File: src/rtl/pfc_dbc_pkg.sv
package pfc_dbc_pkg;

  typedef enum logic [2:0] {
    ST_IDLE     = 3'd0,
    ST_ESTIMATE = 3'd1,
    ST_SCALE    = 3'd2,
    ST_DIVIDE   = 3'd3,
    ST_UPDATE   = 3'd4
  } dbc_state_e;

endpackage

File: src/rtl/dbc_observer.sv
module dbc_observer #(
  parameter int DW = 10,
  parameter int IW = DW + 4
) (
  input  logic                 clk,
  input  logic                 rst_n,
  input  logic                 clr,
  input  logic                 commit,
  input  logic        [DW-1:0] i_meas,
  input  logic signed [IW-1:0] ref_eff,
  output logic signed [IW-1:0] est
);
  localparam int XW = IW + 1;

  logic signed [IW-1:0] ref_prev_q;
  logic signed [IW-1:0] ref_prev_d;
  logic signed [XW-1:0] diff;

  // delay line holding the reference applied one period earlier
  always_comb begin
    ref_prev_d = ref_prev_q;
    if (clr)         ref_prev_d = '0;
    else if (commit) ref_prev_d = ref_eff;
  end

  always_ff @(posedge clk or negedge rst_n) begin
    if (!rst_n) ref_prev_q <= '0;
    else        ref_prev_q <= ref_prev_d;
  end

  // measured current minus previous applied reference, saturated
  always_comb begin
    diff = $signed({{(XW-DW){1'b0}}, i_meas}) - $signed({ref_prev_q[IW-1], ref_prev_q});
    if (diff[XW-1] != diff[XW-2])
      est = diff[XW-1] ? {1'b1, {(IW-1){1'b0}}} : {1'b0, {(IW-1){1'b1}}};
    else
      est = diff[IW-1:0];
  end
endmodule

File: src/rtl/dbc_refgen.sv
module dbc_refgen #(
  parameter int IW    = 14,
  parameter int AW    = 10,
  parameter int AFRAC = 8
) (
  input  logic signed [IW-1:0] est,
  input  logic        [AW-1:0] amp,
  output logic signed [IW-1:0] ref_eff
);
  localparam int PW = AW + IW + 1;
  localparam int SW = PW + 1;
  localparam logic signed [SW-1:0] SMAX = {{(SW-IW+1){1'b0}}, {(IW-1){1'b1}}};
  localparam logic signed [SW-1:0] SMIN = {{(SW-IW+1){1'b1}}, {(IW-1){1'b0}}};

  logic signed [PW-1:0] amp_x;
  logic signed [PW-1:0] est_x;
  logic signed [PW-1:0] prod;
  logic signed [PW-1:0] shape;
  logic signed [SW-1:0] sub;

  always_comb begin
    amp_x = $signed({{(PW-AW){1'b0}}, amp});
    est_x = $signed({{(PW-IW){est[IW-1]}}, est});
    prod  = amp_x * est_x;
    shape = prod >>> AFRAC;
    // feedforward: subtract the estimate from the shaped reference
    sub   = $signed({shape[PW-1], shape}) - $signed({est_x[PW-1], est_x});
    if (sub > SMAX)      ref_eff = SMAX[IW-1:0];
    else if (sub < SMIN) ref_eff = SMIN[IW-1:0];
    else                 ref_eff = sub[IW-1:0];
  end
endmodule

File: src/rtl/dbc_gain.sv
module dbc_gain #(
  parameter int DW     = 10,
  parameter int IW     = DW + 4,
  parameter int GW     = 12,
  parameter int GSHIFT = 8,
  parameter int VW     = GW + IW + 3
) (
  input  logic        [DW-1:0] i_meas,
  input  logic signed [IW-1:0] ref_eff,
  input  logic        [GW-1:0] gain,
  output logic signed [VW-1:0] v_drop
);
  localparam int EW = IW + 2;

  logic signed [EW-1:0] err;
  logic signed [VW-1:0] err_x;
  logic signed [VW-1:0] k_x;
  logic signed [VW-1:0] prod;

  always_comb begin
    err    = $signed({{(EW-DW){1'b0}}, i_meas}) - $signed({{(EW-IW){ref_eff[IW-1]}}, ref_eff});
    err_x  = $signed({{(VW-EW){err[EW-1]}}, err});
    k_x    = $signed({{(VW-GW){1'b0}}, gain});
    prod   = k_x * err_x;
    v_drop = prod >>> GSHIFT;
  end
endmodule

File: src/rtl/dbc_divider.sv
module dbc_divider #(
  parameter int DW = 10
) (
  input  logic          clk,
  input  logic          rst_n,
  input  logic          clr,
  input  logic          start,
  input  logic [DW-1:0] num,
  input  logic [DW-1:0] den,
  output logic [DW-1:0] quo,
  output logic          valid
);
  localparam int CW = $clog2(DW + 1);
  localparam logic [CW-1:0] LAST = CW'(DW - 1);

  logic [DW:0]   rem_q, rem_d, rem_sh, den_x;
  logic [DW-1:0] quo_q, quo_d;
  logic [CW-1:0] cnt_q, cnt_d;
  logic          busy_q, busy_d;
  logic          valid_q, valid_d;
  logic          ge;

  // restoring division of num*2^DW by den, num < den, one bit per cycle
  always_comb begin
    rem_sh  = {rem_q[DW-1:0], 1'b0};
    den_x   = {1'b0, den};
    ge      = rem_q[DW] | (rem_sh >= den_x);
    rem_d   = rem_q;
    quo_d   = quo_q;
    cnt_d   = cnt_q;
    busy_d  = busy_q;
    valid_d = 1'b0;
    if (clr) begin
      rem_d  = '0;
      quo_d  = '0;
      cnt_d  = '0;
      busy_d = 1'b0;
    end else if (start) begin
      rem_d  = {1'b0, num};
      quo_d  = '0;
      cnt_d  = '0;
      busy_d = 1'b1;
    end else if (busy_q) begin
      rem_d = ge ? (rem_sh - den_x) : rem_sh;
      quo_d = {quo_q[DW-2:0], ge};
      cnt_d = cnt_q + 1'b1;
      if (cnt_q == LAST) begin
        busy_d  = 1'b0;
        valid_d = 1'b1;
      end
    end
  end

  always_ff @(posedge clk or negedge rst_n) begin
    if (!rst_n) begin
      rem_q   <= '0;
      quo_q   <= '0;
      cnt_q   <= '0;
      busy_q  <= 1'b0;
      valid_q <= 1'b0;
    end else begin
      rem_q   <= rem_d;
      quo_q   <= quo_d;
      cnt_q   <= cnt_d;
      busy_q  <= busy_d;
      valid_q <= valid_d;
    end
  end

  assign quo   = quo_q;
  assign valid = valid_q;
endmodule

File: src/rtl/pfc_deadbeat_ctrl.sv
module pfc_deadbeat_ctrl #(
  parameter int DW     = 10,
  parameter int AW     = 10,
  parameter int AFRAC  = 8,
  parameter int GW     = 12,
  parameter int GSHIFT = 8
) (
  input  logic                 clk,
  input  logic                 rst_n,
  input  logic                 enable,
  input  logic                 sample_stb,
  input  logic        [DW-1:0] i_meas,
  input  logic        [DW-1:0] v_out,
  input  logic        [AW-1:0] ref_amp,
  input  logic        [GW-1:0] gain_k,
  output logic        [DW:0]   duty_o,
  output logic signed [DW+3:0] est_o,
  output logic                 clamp_o,
  output logic                 done_o
);
  import pfc_dbc_pkg::*;

  localparam int IW = DW + 4;
  localparam int VW = GW + IW + 3;
  localparam logic [DW:0] DUTY_FS = {1'b1, {DW{1'b0}}};

  dbc_state_e state_q, state_d;

  logic        [DW-1:0] i_q, i_d, vo_q, vo_d;
  logic        [AW-1:0] amp_q, amp_d;
  logic        [GW-1:0] k_q, k_d;
  logic signed [IW-1:0] est_q, est_d, reff_q, reff_d;
  logic        [DW:0]   pend_duty_q, pend_duty_d, duty_q, duty_d;
  logic                 pend_clamp_q, pend_clamp_d, clamp_q, clamp_d;
  logic signed [IW-1:0] est_out_q, est_out_d;
  logic                 done_q, done_d;

  logic signed [IW-1:0] est_raw, reff_raw;
  logic signed [VW-1:0] v_raw, vo_x;
  logic                 v_le0, v_neg, v_ge_vo;
  logic                 div_start, div_valid;
  logic        [DW-1:0] div_q;
  logic                 clr;
  logic                 busy;

  assign clr  = ~enable;
  assign busy = (state_q != ST_IDLE);

  dbc_observer #(.DW(DW), .IW(IW)) u_obs (
    .clk    (clk),
    .rst_n  (rst_n),
    .clr    (clr),
    .commit (state_q == ST_UPDATE),
    .i_meas (i_q),
    .ref_eff(reff_q),
    .est    (est_raw)
  );

  dbc_refgen #(.IW(IW), .AW(AW), .AFRAC(AFRAC)) u_ref (
    .est    (est_q),
    .amp    (amp_q),
    .ref_eff(reff_raw)
  );

  dbc_gain #(.DW(DW), .IW(IW), .GW(GW), .GSHIFT(GSHIFT), .VW(VW)) u_gain (
    .i_meas (i_q),
    .ref_eff(reff_raw),
    .gain   (k_q),
    .v_drop (v_raw)
  );

  dbc_divider #(.DW(DW)) u_div (
    .clk  (clk),
    .rst_n(rst_n),
    .clr  (clr),
    .start(div_start),
    .num  (v_raw[DW-1:0]),
    .den  (vo_q),
    .quo  (div_q),
    .valid(div_valid)
  );

  always_comb begin
    vo_x      = $signed({{(VW-DW){1'b0}}, vo_q});
    v_neg     = v_raw[VW-1];
    v_le0     = v_neg | (v_raw == '0);
    v_ge_vo   = (v_raw >= vo_x);
    div_start = enable && (state_q == ST_SCALE) && !v_le0 && !v_ge_vo;
  end

  // next-state and datapath enables
  always_comb begin
    state_d      = state_q;
    i_d          = i_q;
    vo_d         = vo_q;
    amp_d        = amp_q;
    k_d          = k_q;
    est_d        = est_q;
    reff_d       = reff_q;
    pend_duty_d  = pend_duty_q;
    pend_clamp_d = pend_clamp_q;
    duty_d       = duty_q;
    clamp_d      = clamp_q;
    est_out_d    = est_out_q;
    done_d       = 1'b0;
    if (clr) begin
      state_d      = ST_IDLE;
      est_d        = '0;
      reff_d       = '0;
      pend_duty_d  = '0;
      pend_clamp_d = 1'b0;
      duty_d       = '0;
      clamp_d      = 1'b0;
      est_out_d    = '0;
    end else begin
      unique case (state_q)
        ST_IDLE: begin
          if (sample_stb) begin
            i_d     = i_meas;
            vo_d    = v_out;
            amp_d   = ref_amp;
            k_d     = gain_k;
            state_d = ST_ESTIMATE;
          end
        end
        ST_ESTIMATE: begin
          est_d   = est_raw;
          state_d = ST_SCALE;
        end
        ST_SCALE: begin
          reff_d = reff_raw;
          if (v_le0) begin
            pend_duty_d  = DUTY_FS;
            pend_clamp_d = v_neg;
            state_d      = ST_UPDATE;
          end else if (v_ge_vo) begin
            pend_duty_d  = '0;
            pend_clamp_d = 1'b1;
            state_d      = ST_UPDATE;
          end else begin
            state_d = ST_DIVIDE;
          end
        end
        ST_DIVIDE: begin
          if (div_valid) begin
            pend_duty_d  = DUTY_FS - {1'b0, div_q};
            pend_clamp_d = 1'b0;
            state_d      = ST_UPDATE;
          end
        end
        ST_UPDATE: begin
          duty_d    = pend_duty_q;
          clamp_d   = pend_clamp_q;
          est_out_d = est_q;
          done_d    = 1'b1;
          state_d   = ST_IDLE;
        end
        default: state_d = ST_IDLE;
      endcase
    end
  end

  always_ff @(posedge clk or negedge rst_n) begin
    if (!rst_n) begin
      state_q      <= ST_IDLE;
      i_q          <= '0;
      vo_q         <= '0;
      amp_q        <= '0;
      k_q          <= '0;
      est_q        <= '0;
      reff_q       <= '0;
      pend_duty_q  <= '0;
      pend_clamp_q <= 1'b0;
      duty_q       <= '0;
      clamp_q      <= 1'b0;
      est_out_q    <= '0;
      done_q       <= 1'b0;
    end else begin
      state_q      <= state_d;
      i_q          <= i_d;
      vo_q         <= vo_d;
      amp_q        <= amp_d;
      k_q          <= k_d;
      est_q        <= est_d;
      reff_q       <= reff_d;
      pend_duty_q  <= pend_duty_d;
      pend_clamp_q <= pend_clamp_d;
      duty_q       <= duty_d;
      clamp_q      <= clamp_d;
      est_out_q    <= est_out_d;
      done_q       <= done_d;
    end
  end

  assign duty_o  = duty_q;
  assign est_o   = est_out_q;
  assign clamp_o = clamp_q;
  assign done_o  = done_q;
endmodule

File: config.mk
export PLATFORM = sky130hd
export DESIGN_NAME = pfc_deadbeat_ctrl
export DESIGN_NICKNAME = d
export VERILOG_FILES = /design/src/rtl/pfc_dbc_pkg.sv /design/src/rtl/dbc_observer.sv /design/src/rtl/dbc_refgen.sv /design/src/rtl/dbc_gain.sv /design/src/rtl/dbc_divider.sv /design/src/rtl/pfc_deadbeat_ctrl.sv
export SDC_FILE = /design/constraint.sdc
export NUM_CORES = 1
export LEC_CHECK = 0
export ABC_AREA = 1
export BUFFER_PORTS_ARGS = -buffer_cell sky130_fd_sc_hd__buf_2
export CORE_MARGIN = 2
export CORE_UTILIZATION = 65
export CTS_BUF_LIST = sky130_fd_sc_hd__clkbuf_8
export CTS_CLUSTER_DIAMETER = 40
export DETAILED_ROUTE_END_ITERATION = 16
export PLACE_DENSITY = 0.79
export SYNTH_ARGS = -nofsm -noshare
export SYNTH_HDL_FRONTEND = slang
export SYNTH_SLANG_ARGS = --single-unit
File: constraint.sdc
create_clock -name clk -period 27.5 [get_ports clk]
set_input_delay 4.125 -clock clk [delete_from_list [all_inputs] [get_ports clk]]
set_output_delay 4.125 -clock clk [all_outputs]
set_load 0.05 [all_outputs]
# After elaboration in Yosys (flattened, before gate mapping)
# Cells that the tools add are included.
# Widths: inputs -> output; s select.
# totals
ff_bits,153
in_bits,46
out_inout_bits,27
elab_cells,109
# classes
n_addsub,6
multipliers,2
n_lt_le_gt_ge,4
n_eq_ne,14
n_mux,52
bitwise,2
n_reduce_logical,10
# op_table
op,count
$mux 14,12
$mux 11,10
$mux 10,3
$sub 11x14->15,2
$logic_not 29->1,1
$mul 13x15->28,1
$gt 26x14->1 const B,1
$lt 26x14->1 const B,1
$mul 11x14->25,1
$pmux 11 s2,1
$ge 21x11->1,1
$sub 17x14->18,1
$mux 1,16
$mux 3,5
$mux 4,3
$pmux 3 s4,1
$ge 11x10->1,1
$sub 11x10->11,1
$sub 11x10->11 const A,1
$eq 3x2->1 const B,2
$ne 2x1->1 const B,3
$ne 3x1->1 const B,2
$reduce_and 3->1,2
$add 4x1->4 const B,1
other kinds (13),17

# Longest topological paths before layout
# depth
word_depth,14
ltp_mapped,89
mapped_depth_nobuf,87

# Modules after synthesis
# A second synthesis with hierarchy kept.
# unflattened
hier_cells,3150
area_unflattened_um2,23411.2
# by_module_without_submodules
module,n_inst,cells_per_inst,area_per_inst_um2,seq_area_each_um2
dbc_gain,1,1084,7843.8,0.0
dbc_refgen,1,989,6911.6,0.0
pfc_deadbeat_ctrl,1,545,5037.3,2802.7
dbc_divider,1,296,2067.0,675.6
dbc_observer,1,236,1551.5,350.3

# Least setup slack after synthesis
# No wires, ideal clock.
# synth_path
path_type,register to register
startpoint,register amp_q[4]
endpoint,register u_div.rem_q[0]
setup_ps,116
arrival_ps,13529
required_time_ps,27384
path_slack_ps,13855
path_stages_with_launch,85
path_buffers,3
period_less_slack_ps,13645
cell_sequence,dfrtp_1 > clkbuf_1 > nand2_1 > fa_1 > fa_1 > fa_1 > inv_1 > fa_1 > inv_1 > fa_1 > inv_1 > ha_1 > nand2_1 > o21ai_0 > a21oi_1 > nand2_1 > a31oi_1 > o21ai_0 > [49 not listed] > nand2_1 > nand2_1 > ha_1 > nand2_1 > o21bai_1 > nor2_1 > nand3_1 > a21oi_1 > nand3_1 > nor2_1 > nand2_1 > nor2_4 > nand3_4 > nand2_8 > nor2_8 > buf_6 > nand2_1 > nand2_1
# synth_between
elab_chain_len,14
elab_cells_between_ends,18
classes_between,2 x add/sub; 2 x mul; 3 x order compare; 1 x eq/ne; 4 x mux; 1 x bitwise; 5 x reduce/logical
# synth_rtl
element,line,source
"start, declared",pfc_deadbeat_ctrl.sv:30,"logic [AW-1:0] amp_q, amp_d;"
"start signal, assigned",pfc_deadbeat_ctrl.sv:182,amp_q <= amp_d;
$mul 11x14->25 (*),dbc_refgen.sv:24,prod = amp_x * est_x;
$sub 17x14->18 (*),dbc_refgen.sv:27,"sub = $signed({shape[PW-1], shape}) - $signed({est_x[PW-1], est_x});"
$lt 26x14->1,dbc_refgen.sv:29,else if (sub < SMIN) ref_eff = SMIN[IW-1:0];
$mux 14,dbc_refgen.sv:29,
$mux 14 (*),dbc_refgen.sv:28,if (sub > SMAX) ref_eff = SMAX[IW-1:0];
$sub 11x14->15 (*),dbc_gain.sv:21,"err = $signed({{(EW-DW){1'b0}}, i_meas}) - $signed({{(EW-IW){ref_eff[IW-1]}}, ref_eff});"
$mul 13x15->28 (*),dbc_gain.sv:24,prod = k_x * err_x;
"parallel branches: the longest is 7 deep, another holds $ge 21x11->1",n/a,
"end signal, assigned",dbc_divider.sv:62,rem_q <= rem_d;
"end, declared",dbc_divider.sv:16,"logic [DW:0] rem_q, rem_d, rem_sh, den_x;"
# Every way passes the cells marked *.
# A chain may end at the register's enable or synchronous reset.

# Worst setup path after layout
# layout_path
startpoint,register amp_q[4]
endpoint,register pend_clamp_q
# layout_between
elab_chain_len,12
elab_cells_between_ends,16
classes_between,2 x add/sub; 2 x mul; 3 x order compare; 1 x eq/ne; 5 x mux; 1 x bitwise; 2 x reduce/logical
# layout_rtl
element,line,source
$mul 11x14->25 (*),dbc_refgen.sv:24,
$sub 17x14->18 (*),dbc_refgen.sv:27,
$lt 26x14->1,dbc_refgen.sv:29,
$mux 14,dbc_refgen.sv:29,
$mux 14 (*),dbc_refgen.sv:28,
$sub 11x14->15 (*),dbc_gain.sv:21,
$mul 13x15->28 (*),dbc_gain.sv:24,
"parallel branches: the longest is 5 deep, another holds $ge 21x11->1",n/a,
"end signal, assigned",pfc_deadbeat_ctrl.sv:187,pend_clamp_q <= pend_clamp_d;
"end, declared",pfc_deadbeat_ctrl.sv:34,"logic pend_clamp_q, pend_clamp_d, clamp_q, clamp_d;"
# Marked as above.

==> impl_metrics.prom <==
# TYPE chip_impl_metric gauge
chip_impl_info{name="outcome",value="finished clean"} 1
chip_impl_metric{name="num_vias",unit=""} 18406
chip_impl_metric{name="initialDrtViolationCount",unit=""} 1380
chip_impl_info{name="timing.critical_path.from_type",value="register"} 1
chip_impl_metric{name="cts.reportedPaths.clkPinSlew",unit="ps"} 110
chip_impl_info{name="cts_tree",value="done"} 1
chip_impl_metric{name="drc",unit=""} 0
chip_impl_metric{name="average_wire_length_per_cell_after_detail_routing",unit="um"} 16.7
chip_impl_metric{name="final_antenna_net_count",unit=""} 0
chip_impl_metric{name="synth_largest_type_area_fraction",unit=""} 0.274
chip_impl_info{name="synth.top_cells.by_area",value="fa_1, dfrtp_1, nand2_1, inv_1, ha_1"} 1
chip_impl_metric{name="crit_required",unit="ps"} 27940
chip_impl_metric{name="syn_std_cell_area",unit="sq um"} 21800
chip_impl_metric{name="clockBufferDepth",unit=""} 2
chip_impl_metric{name="final_nets",unit=""} 3415
chip_impl_metric{name="worst-endpoint-arrival",unit="ps"} 16630
chip_impl_metric{name="cts.htree.levels",unit=""} 4
chip_impl_metric{name="postSynthNetCount",unit=""} 3392
chip_impl_metric{name="rows",unit=""} 67
chip_impl_info{name="clockRootBuffer",value="clkbuf_8"} 1
chip_impl_metric{name="clock-sinks",unit=""} 153
chip_impl_metric{name="timing_worst_slew_pin_value",unit="ps"} 966
chip_impl_metric{name="syn_avg_cell_area",unit="sq um"} 7.60
chip_impl_metric{name="final_period_minus_worst_setup_slack",unit="ps"} 16190
chip_impl_metric{name="synth_edf_count",unit=""} 0
chip_impl_info{name="grt_setup_unrepaired",value="no"} 1
chip_impl_metric{name="finalWirelength",unit="um"} 56200
chip_impl_info{name="hp-class",value="reg2reg"} 1
chip_impl_metric{name="drt_pass1_iterations",unit=""} 6
chip_impl_metric{name="grt_first_pass_wirelength",unit="um"} 94600
chip_impl_info{name="dominant_cell_type_by_count_on_the_critical_path",value="nand2_1"} 1
chip_impl_metric{name="postCtsSetupRepairBufs",unit=""} 0
chip_impl_info{name="synth_top_area_cell",value="fa_1"} 1
chip_impl_metric{name="clkLatencyLatePin",unit="ps"} 510
chip_impl_metric{name="fmax",unit="GHz"} 0.0618
chip_impl_metric{name="final-max-slew-violation-count",unit=""} 0
chip_impl_metric{name="detail_route.vias_per_cell",unit=""} 5.48
chip_impl_metric{name="synth-warning-count",unit=""} 0
chip_impl_metric{name="critPathMaxStageDelay",unit="ps"} 730
chip_impl_metric{name="initial_utilization",unit=""} 0.656
chip_impl_metric{name="clock-skew-final",unit="ps"} 23.1
chip_impl_metric{name="synth_seq_cells",unit=""} 153
chip_impl_metric{name="via_count_of_the_first_global_routing_pass",unit=""} 18970
chip_impl_metric{name="grt_antenna_before_repair",unit=""} 0
chip_impl_metric{name="cts_hold_buffers",unit=""} 0
chip_impl_metric{name="hpwl",unit="um"} 45700
chip_impl_metric{name="tritoncts.num_buffers",unit=""} 17
chip_impl_metric{name="synth_async_sr_flop_share",unit=""} 1.00
chip_impl_metric{name="globalRouteTotalUtil",unit=""} 0.341
chip_impl_metric{name="total_die_area",unit="sq um"} 35100
chip_impl_metric{name="floorplan.die.width",unit="um"} 187
chip_impl_metric{name="fin_crit_sh",unit=""} 0.589
chip_impl_info{name="mostFrequentLayoutCell",value="nand2_1"} 1
chip_impl_metric{name="placement.io_buffers",unit=""} 72
chip_impl_metric{name="ys_types",unit=""} 51
chip_impl_info{name="ys.flop_type",value="dfrtp_1"} 1
chip_impl_metric{name="core",unit="sq um"} 33300
chip_impl_info{name="critical_path.slowest_cell",value="dfrtp_1"} 1
chip_impl_metric{name="largest_net_degree_at_the_start_of_global_routing",unit=""} 67
chip_impl_info{name="endpoint_kind",value="register"} 1
chip_impl_metric{name="report.final.hold_viol_count",unit=""} 0
chip_impl_metric{name="io_pins",unit=""} 73
chip_impl_metric{name="finalSetupViolations",unit=""} 0
chip_impl_info{name="layout_common_cells",value="nand2_1, inv_1, fa_1"} 1
chip_impl_metric{name="setup_total_negative_slack",unit="ps"} 0
chip_impl_metric{name="die_height",unit="um"} 187
chip_impl_metric{name="critical_path.max_fanout",unit=""} 15
chip_impl_metric{name="post_cts_resize_count",unit=""} 0
chip_impl_metric{name="area_growth",unit="%"} 4.70
chip_impl_metric{name="timing.slew.headroom",unit=""} 0.356
chip_impl_metric{name="routabilityCongestion",unit=""} 0.990
chip_impl_metric{name="maxCapViolations",unit=""} 0
chip_impl_metric{name="share_of_post_route_cells_with_drive_strength_above_1",unit=""} 0.0581
chip_impl_metric{name="overflow",unit=""} 0
chip_impl_metric{name="seq_area_frac_synth",unit=""} 0.175
chip_impl_info{name="path_class",value="reg2reg"} 1
chip_impl_metric{name="synthCells",unit=""} 2872
==> area by class of cell <==
class / instances / area [sq um]
well taps: 448 / 561
fillers: 2898 / 10400
flip-flops and latches: 153 / 3830
clock inverters: 14 / 138
repair buffers: 78 / 412
clock buffers: 18 / 248
multi-input cells: 1953 / 15100
inverters: 692 / 2600
diodes: 1 / 2.50
==> metrics by stage <==
stage               hold WS, ps  instance area [sq um]  utilization  worst slack (ps)  instances
CTS                         482                  22900        0.687             11610       3356
finish                      478                  22900        0.687             11310       3357
floorplan                   442                  21800            -             13850       2872
global route                497                  22900        0.687              9980       3356
global placement            461                  22500        0.675             11850       3324
detailed placement          460                  22500        0.675             11700       3324
==> cell families after synthesis <==
kind of cell	Yosys count	synth area share
simple gates	1156	0.219
buf+inv	766	0.135
fa+ha+maj	474	0.374
compound gates	236	0.0589
flops	153	0.175
xor+xnor	69	0.0280
mux	18	0.00928
==> per-layer routing <==
| layer | vias to the layer above | track usage | share of wire |
|---|---|---|---|
| li1 | 8652 | - | - |
| met1 | 8884 | 0.438 | 0.40 |
| met2 | 707 | 0.578 | 0.49 |
| met3 | 163 | 0.0529 | 0.068 |
| met4 | 0 | 0.144 | 0.042 |
| met5 | - | 0 | 0 |
==> registers in the layout (all words and copies together), names as in the netlist, 11 cells and up <==
register / count
est_q: 14
u_obs.ref_prev_q: 14
k_q: 12
u_div.rem_q: 11
est_o: 14
duty_o: 11
pend_duty_q: 11
reff_q: 14
==> cell usage after synthesis, types with 7 or more instances <==
| cell | n |
|---|---|
| xnor2_1 | 22 |
| a21oi_1 | 108 |
| nand3_1 | 129 |
| mux2_2 | 18 |
| dfrtp_1 | 153 |
| o21ai_1 | 12 |
| inv_1 | 689 |
| nor3_1 | 13 |
| nor2_1 | 222 |
| nor2_2 | 8 |
| nand2_1 | 717 |
| o21ai_0 | 61 |
| a31oi_1 | 9 |
| fa_1 | 299 |
| o22ai_1 | 23 |
| ha_1 | 175 |
| nand2_2 | 13 |
| clkbuf_1 | 59 |
| nand4_1 | 28 |
| nand3b_1 | 7 |
| xor2_1 | 46 |
==> worst max-delay path, delay by kind of cell, from the launching register on <==
family	cells	cell delay, ps
AO/OA/AOI/OAI	12	2210
XOR/XNOR	1	160
adder cells (fa/ha/maj)	15	6760
buffers and inverters	8	440
flip-flops	1	730
AND/OR/NAND/NOR	42	5770
==> final timing paths <==
kind,endpoint,startpoint,slack (ps),depth (start not counted)
min in group asynchronous,i_q[2],rst_n,3500,1
max,pend_clamp_q,amp_q[4],11310,78
max reg2reg,pend_clamp_q,amp_q[4],11310,78
min reg2reg,pend_duty_q[9],pend_duty_q[9],480,2
min,pend_duty_q[9],pend_duty_q[9],480,2
max in group asynchronous,u_div.rem_q[2],rst_n,22790,2
Power is left out: the tool's default activity adds up to more than one toggle a clock period on the data nets, which glitch-free logic cannot reach.
